## src/rtl/runlen_tco_pkg.sv

```systemverilog
package runlen_tco_pkg;

  function automatic int unsigned run_cnt_width(input int unsigned len);
    return (len < 2) ? 1 : $clog2(len);
  endfunction

endpackage

```

## src/rtl/runlen_counter.sv

```systemverilog
module runlen_counter #(
  parameter int unsigned CNT_W = 2
) (
  input  logic             clk_i,
  input  logic             rst_ni,
  input  logic             bit_i,
  input  logic             clear_i,
  output logic [CNT_W-1:0] cnt_o
);

  logic [CNT_W-1:0] cnt_q;

  always_ff @(posedge clk_i or negedge rst_ni) begin
    if (!rst_ni) begin
      cnt_q <= '0;
    end else if (!bit_i || clear_i) begin
      cnt_q <= '0;
    end else begin
      cnt_q <= cnt_q + CNT_W'(1);
    end
  end

  assign cnt_o = cnt_q;

endmodule

```

## src/rtl/runlen_match.sv

```systemverilog
module runlen_match #(
  parameter int unsigned LFSR_LEN = 4,
  parameter int unsigned CNT_W    = 2
) (
  input  logic             bit_i,
  input  logic [CNT_W-1:0] cnt_i,
  output logic             hit_o
);

  localparam logic [CNT_W-1:0] RUN_LAST = CNT_W'(LFSR_LEN - 1);

  // n-1 ones already in, one more arriving: state is all ones
  assign hit_o = bit_i && (cnt_i == RUN_LAST);

endmodule

```

## src/rtl/tco_stage.sv

```systemverilog
module tco_stage #(
  parameter bit PIPE_TCO = 1'b0
) (
  input  logic clk_i,
  input  logic rst_ni,
  input  logic hit_i,
  output logic tco_o
);

  if (PIPE_TCO) begin : g_reg
    logic tco_q;
    always_ff @(posedge clk_i or negedge rst_ni) begin
      if (!rst_ni) tco_q <= 1'b0;
      else         tco_q <= hit_i;
    end
    assign tco_o = tco_q;
  end else begin : g_comb
    assign tco_o = hit_i;
  end

endmodule

```

## src/rtl/runlen_tco.sv

```systemverilog
module runlen_tco #(
  parameter int unsigned LFSR_LEN = 16,
  parameter bit          PIPE_TCO = 1'b0,
  localparam int unsigned CNT_W   = runlen_tco_pkg::run_cnt_width(LFSR_LEN)
) (
  input  logic             clk_i,
  input  logic             rst_ni,
  input  logic             shift_in_i,
  output logic [CNT_W-1:0] run_cnt_o,
  output logic             tco_o
);

  logic [CNT_W-1:0] cnt;
  logic             hit;

  runlen_counter #(.CNT_W(CNT_W)) u_cnt (
    .clk_i   (clk_i),
    .rst_ni  (rst_ni),
    .bit_i   (shift_in_i),
    .clear_i (hit),
    .cnt_o   (cnt)
  );

  runlen_match #(.LFSR_LEN(LFSR_LEN), .CNT_W(CNT_W)) u_match (
    .bit_i (shift_in_i),
    .cnt_i (cnt),
    .hit_o (hit)
  );

  tco_stage #(.PIPE_TCO(PIPE_TCO)) u_out (
    .clk_i  (clk_i),
    .rst_ni (rst_ni),
    .hit_i  (hit),
    .tco_o  (tco_o)
  );

  assign run_cnt_o = cnt;

endmodule

```

## config.mk

```make
export PLATFORM = sky130hd
export DESIGN_NAME = runlen_tco
export DESIGN_NICKNAME = d
export VERILOG_FILES = /design/src/rtl/runlen_tco_pkg.sv /design/src/rtl/runlen_counter.sv /design/src/rtl/runlen_match.sv /design/src/rtl/tco_stage.sv /design/src/rtl/runlen_tco.sv
export SDC_FILE = /design/constraint.sdc
export NUM_CORES = 1
export LEC_CHECK = 0
export CAP_MARGIN = 20
export CORE_AREA = 2 2 39 41
export CTS_CLUSTER_DIAMETER = 200
export CTS_CLUSTER_SIZE = 12
export DETAILED_ROUTE_END_ITERATION = 7
export DIE_AREA = 0 0 41 43
export HOLD_SLACK_MARGIN = 0.05
export RECOVER_POWER = 50
export SYNTH_ARGS = -nofsm -noshare
export SYNTH_HDL_FRONTEND = slang
export SYNTH_SLANG_ARGS = --single-unit
```

## constraint.sdc

```tcl
create_clock -name clk_i -period 2.2 [get_ports clk_i]
set_input_delay 0.33 -clock clk_i [delete_from_list [all_inputs] [get_ports clk_i]]
set_output_delay 0.33 -clock clk_i [all_outputs]
set_load 0.01 [all_outputs]
```

**After elaboration in Yosys (flattened, before gate mapping)**

Index checks and enable logic that the tools add are counted.

- Register bits: 4
- Bits in latches: 0
- RAM bits: 0
- ROM bits: 0
- Input port bits: 3
- Memories: 0

- Add/subtract/negate cells: 1
- Multipliers: 0
- Divide/modulo/power cells: 0
- Magnitude comparators: 0
- Eq/ne operators: 1
- Shift-type cells: 0
- Muxes and demuxes: 1
- Bitwise logic cells: 0
- Reductions and logical operators: 3

Operators by type and width:

| kind | count |
|---|---|
| $add 4x1->4 const B | 1 |
| $eq 4x4->1 const B | 1 |
| $mux 4 | 1 |
| $logic_and 1x1->1 | 1 |
| $logic_not 1->1 | 1 |
| $logic_or 1x1->1 | 1 |

**Depth between registers and ports, before layout**

Gate-level depths: netlist (run 1).

- Depth in word-level cells: 4
- Depth in mapped cells: 4

**Modules after synthesis**

Synthesis (run 1) repeated with hierarchy kept, for this count alone.

- Cells, all modules: 19
- Area total of the unflattened synthesis: 195.2 sq um

Modules (own cells, without submodules):

| module | times used | cells each | area each (sq um) | seq. area each (sq um) |
|---|---|---|---|---|
| runlen_counter | 1 | 15 | 175.2 | 100.1 |
| runlen_match | 1 | 3 | 12.5 | 0.0 |
| tco_stage | 1 | 1 | 7.5 | 0.0 |

**Worst setup path after synthesis (run 1)**

OpenSTA, ideal clock, no wires.

- Path type: flip-flop to output port
- Start: reg u_cnt.cnt_q[0] (netlist: u_cnt.cnt_o[0])
- End: out tco_o
- Data arrival time: 921 ps
- Setup slack: 949 ps
- Stages on the path, launching flop included: 4
- Buffers on the path: 0
- Cells stage by stage: dfrtp_1 -> ha_1 -> nand3_2 -> nor2_1

- Word-level cells in the longest chain between the ends: 2

RTL lines:

| what | line | RTL |
|---|---|---|
| start: declaration | runlen_counter.sv:11 | `logic [CNT_W-1:0] cnt_q;` |
| start signal: assignment | runlen_counter.sv:19 | `cnt_q <= cnt_q + CNT_W'(1);` |
| $eq 4x4->1 | runlen_match.sv:13 | `assign hit_o = bit_i && (cnt_i == RUN_LAST);` |
| $logic_and 1x1->1 | runlen_match.sv:13 |  |
| end: declaration | runlen_tco.sv:10 | `output logic tco_o` |

Every way passes these cells.

**Worst setup path in the final report (run 1)**

Same ends and word-level chain as after synthesis.

==> run metrics, run 1 <==
WL/cell=8.65 um; sequential power share=42.5%; Buffers on Ports=7; WL final=372 um; CP Cell Sequence=ha_1 -> nand3_1 -> nor2_1 -> clkdlybuf4s50_1; GPL Wtd Cong=0.715; Sw Share=22.0%; Post-route DRC=0; CTS Sinks=4; WP data required=1.87 ns; max reg flops=4; crit start category=register; CTS Hold Bufs=0; Iteration-0 DRC Markers=3; clock period minus worst slack=1.98 ns; Die W=41 um; synthesized area per cell=10.8 um^2; Leakage=0.123 nW; Nets=33; Worst-path clk slew=0.04 ns; clock latency at the later pin of the worst-skew pair=0.23 ns; Worst Path Max Fanout=5; max_cap viols=0; drt via density=3.74; reg-to-reg slack, setup=1.11 ns; clk root buf=clkbuf_4; CTS tree=built; clock power share=44.8%; crit path kind=register to output port; Final setup viols=0; Std-Cell Rows=14; initial antenna violation count=0; Post-Syn Area=184 um^2; Overall Global Routing Usage=7.55%; antenna fix cells=0; post-route ant nets=0; slowest stage cell, crit path=clkdlybuf4s50_1; R2R depth=4; sw power=0.0000435 W; Worst setup EP type=output port; Initial Util=13.3%; Num CTS Buffers=3; clock buffer depth=2; status=finished clean; Die Height=43 um; Gate power share=12.6%; RSZ-0062 raised after global routing=no; CP arrival=1.65 ns; Layout area overhead=58.5%; largest net degree at the start of global routing=6; die area=0.00176 mm^2; gr ovfl total=0; pwr dens=679 mW/mm^2; slew margin rel.=87.2%; sequential cell area fraction in the yosys report=54.4%; setup tns final=0 ns; R2R Path Start=u_cnt.cnt_o[0]$_DFF_PN0_; synth unique cells=11; Ports=8; commonest non-fill, non-tap cell in the layout=clkdlybuf4s50_1; register bit total from synthesis=4; HP Class=input pin to async pin; vias in the first global route=176; first-pass GRT wire length=738 um; Final Hold Fails=0; layout cells sized above 1=11.1%; most frequent cells in the layout=6 x clkdlybuf4s50_1, 4 x dfrtp_1, 3 x clkbuf_4; H-Tree Depth=1; clk_skew=0.00177 ns; share of the clock period used by the worst path=89.8%; router iterations before antenna repair=2; Core Util, Final=21.1%; total power=0.000198 W; CP max stage delay=0.54 ns; internal power=0.000154 W; DR vias=161; Post-CTS Setup Inserts=0; core area=0.00138 mm^2; worst hold slack=0.371 ns; synthesized instance count=17; Mapped Nets=21; Slew @ Worst Pin=0.192 ns; synth warn=0; fin. max-slew vios=0; Reg-to-Reg End=u_cnt.cnt_o[3]$_DFF_PN0_; peak supply drop=0.233 mV; Peak Freq=506 MHz; CTS resizes=0
## cells in the mapped netlist
| cell | number | area [um^2] |
|---|---|---|
| nor3b_1 | 1 | 7.51 |
| a21oi_1 | 2 | 10.0 |
| inv_1 | 2 | 7.51 |
| ha_1 | 1 | 12.5 |
| o21ai_1 | 1 | 5.00 |
| nand3_2 | 1 | 10.0 |
| nor2_1 | 2 | 7.51 |
| dfrtp_1 | 4 | 100 |
| xnor2_1 | 1 | 8.76 |
| nand4b_1 | 1 | 8.76 |
| and3_1 | 1 | 6.26 |
## cell type report
class	count	area (um^2)
timing repair buffer	7	70.1
tap	16	20.0
clock buffer	3	22.5
fill	148	1090
multi-input combinational	11	71.3
inverter	2	7.51
sequential	4	100
## worst max path at each step
stage / endpoint / start / cells past startpoint
2_1_floorplan: tco_o / u_cnt.cnt_o[0]$_DFF_PN0_ / 3
3_3_place_gp: tco_o / shift_in_i / 4
3_5_place_dp: tco_o / shift_in_i / 4
4_1_cts: tco_o / u_cnt.cnt_o[0]$_DFF_PN0_ / 4
5_1_grt: tco_o / u_cnt.cnt_o[0]$_DFF_PN0_ / 4
6_report: tco_o / u_cnt.cnt_o[0]$_DFF_PN0_ / 4
## power groups by stage
stage / sequential (W) / combinational (W) / clock, W
2_1_floorplan: 0.0000864 / 0.00000852 / 0
3_3_place_gp: 0.0000853 / 0.0000258 / 0
5_1_grt: 0.0000857 / 0.0000287 / 0.000106
4_1_cts: 0.0000845 / 0.0000261 / 0.0000946
3_5_place_dp: 0.0000854 / 0.0000260 / 0
6_report: 0.0000841 / 0.0000250 / 0.0000887
## kinds of logic after synthesis
group                      count (synthesis)  share of synthesized area (%)
and+or+nand+nor                            6                           21.8
AOI/OAI and AO/OA                          3                           8.16
DFF                                        4                           54.4
xor gates and xnor gates                   1                           4.76
adders and majority gates                  1                           6.80
buffers and inverters                      2                           4.08
## critical path, delay by kind of cell, from the launching register on
family	cells	cell delay [ns]
DFF	1	0.41
buffers and inverters	1	0.54
adders and majority gates	1	0.23
and+or+nand+nor	2	0.24
## layer usage
layer	wire, um	global-route usage, %	share of wire (%)	vias up
met5	0	0	0	-
met4	0	8.00	0	0
met3	30	7.85	8.1	0
met2	145	7.81	39	7
met1	196	7.44	53	74
li1	-	-	-	80
## through the flow
stage                     cells  setup slack, ns  instance area [um^2]
after floorplan              17            0.949                   184
after global placement       40            0.351                   274
after detailed placement     40            0.353                   274
after CTS                    43            0.223                   297
after global routing         43           0.0741                   292
final                        43            0.224                   292
Note: power is estimated with default switching activity, not from simulation.
==> run 2, diff against run 1 <==
Settings changed: CTS_CLUSTER_SIZE 12 to default, TNS_END_PERCENT from default to 100.
==> results of run 2 <==
Final layout, timing and power as in run 1 (identical DEF).
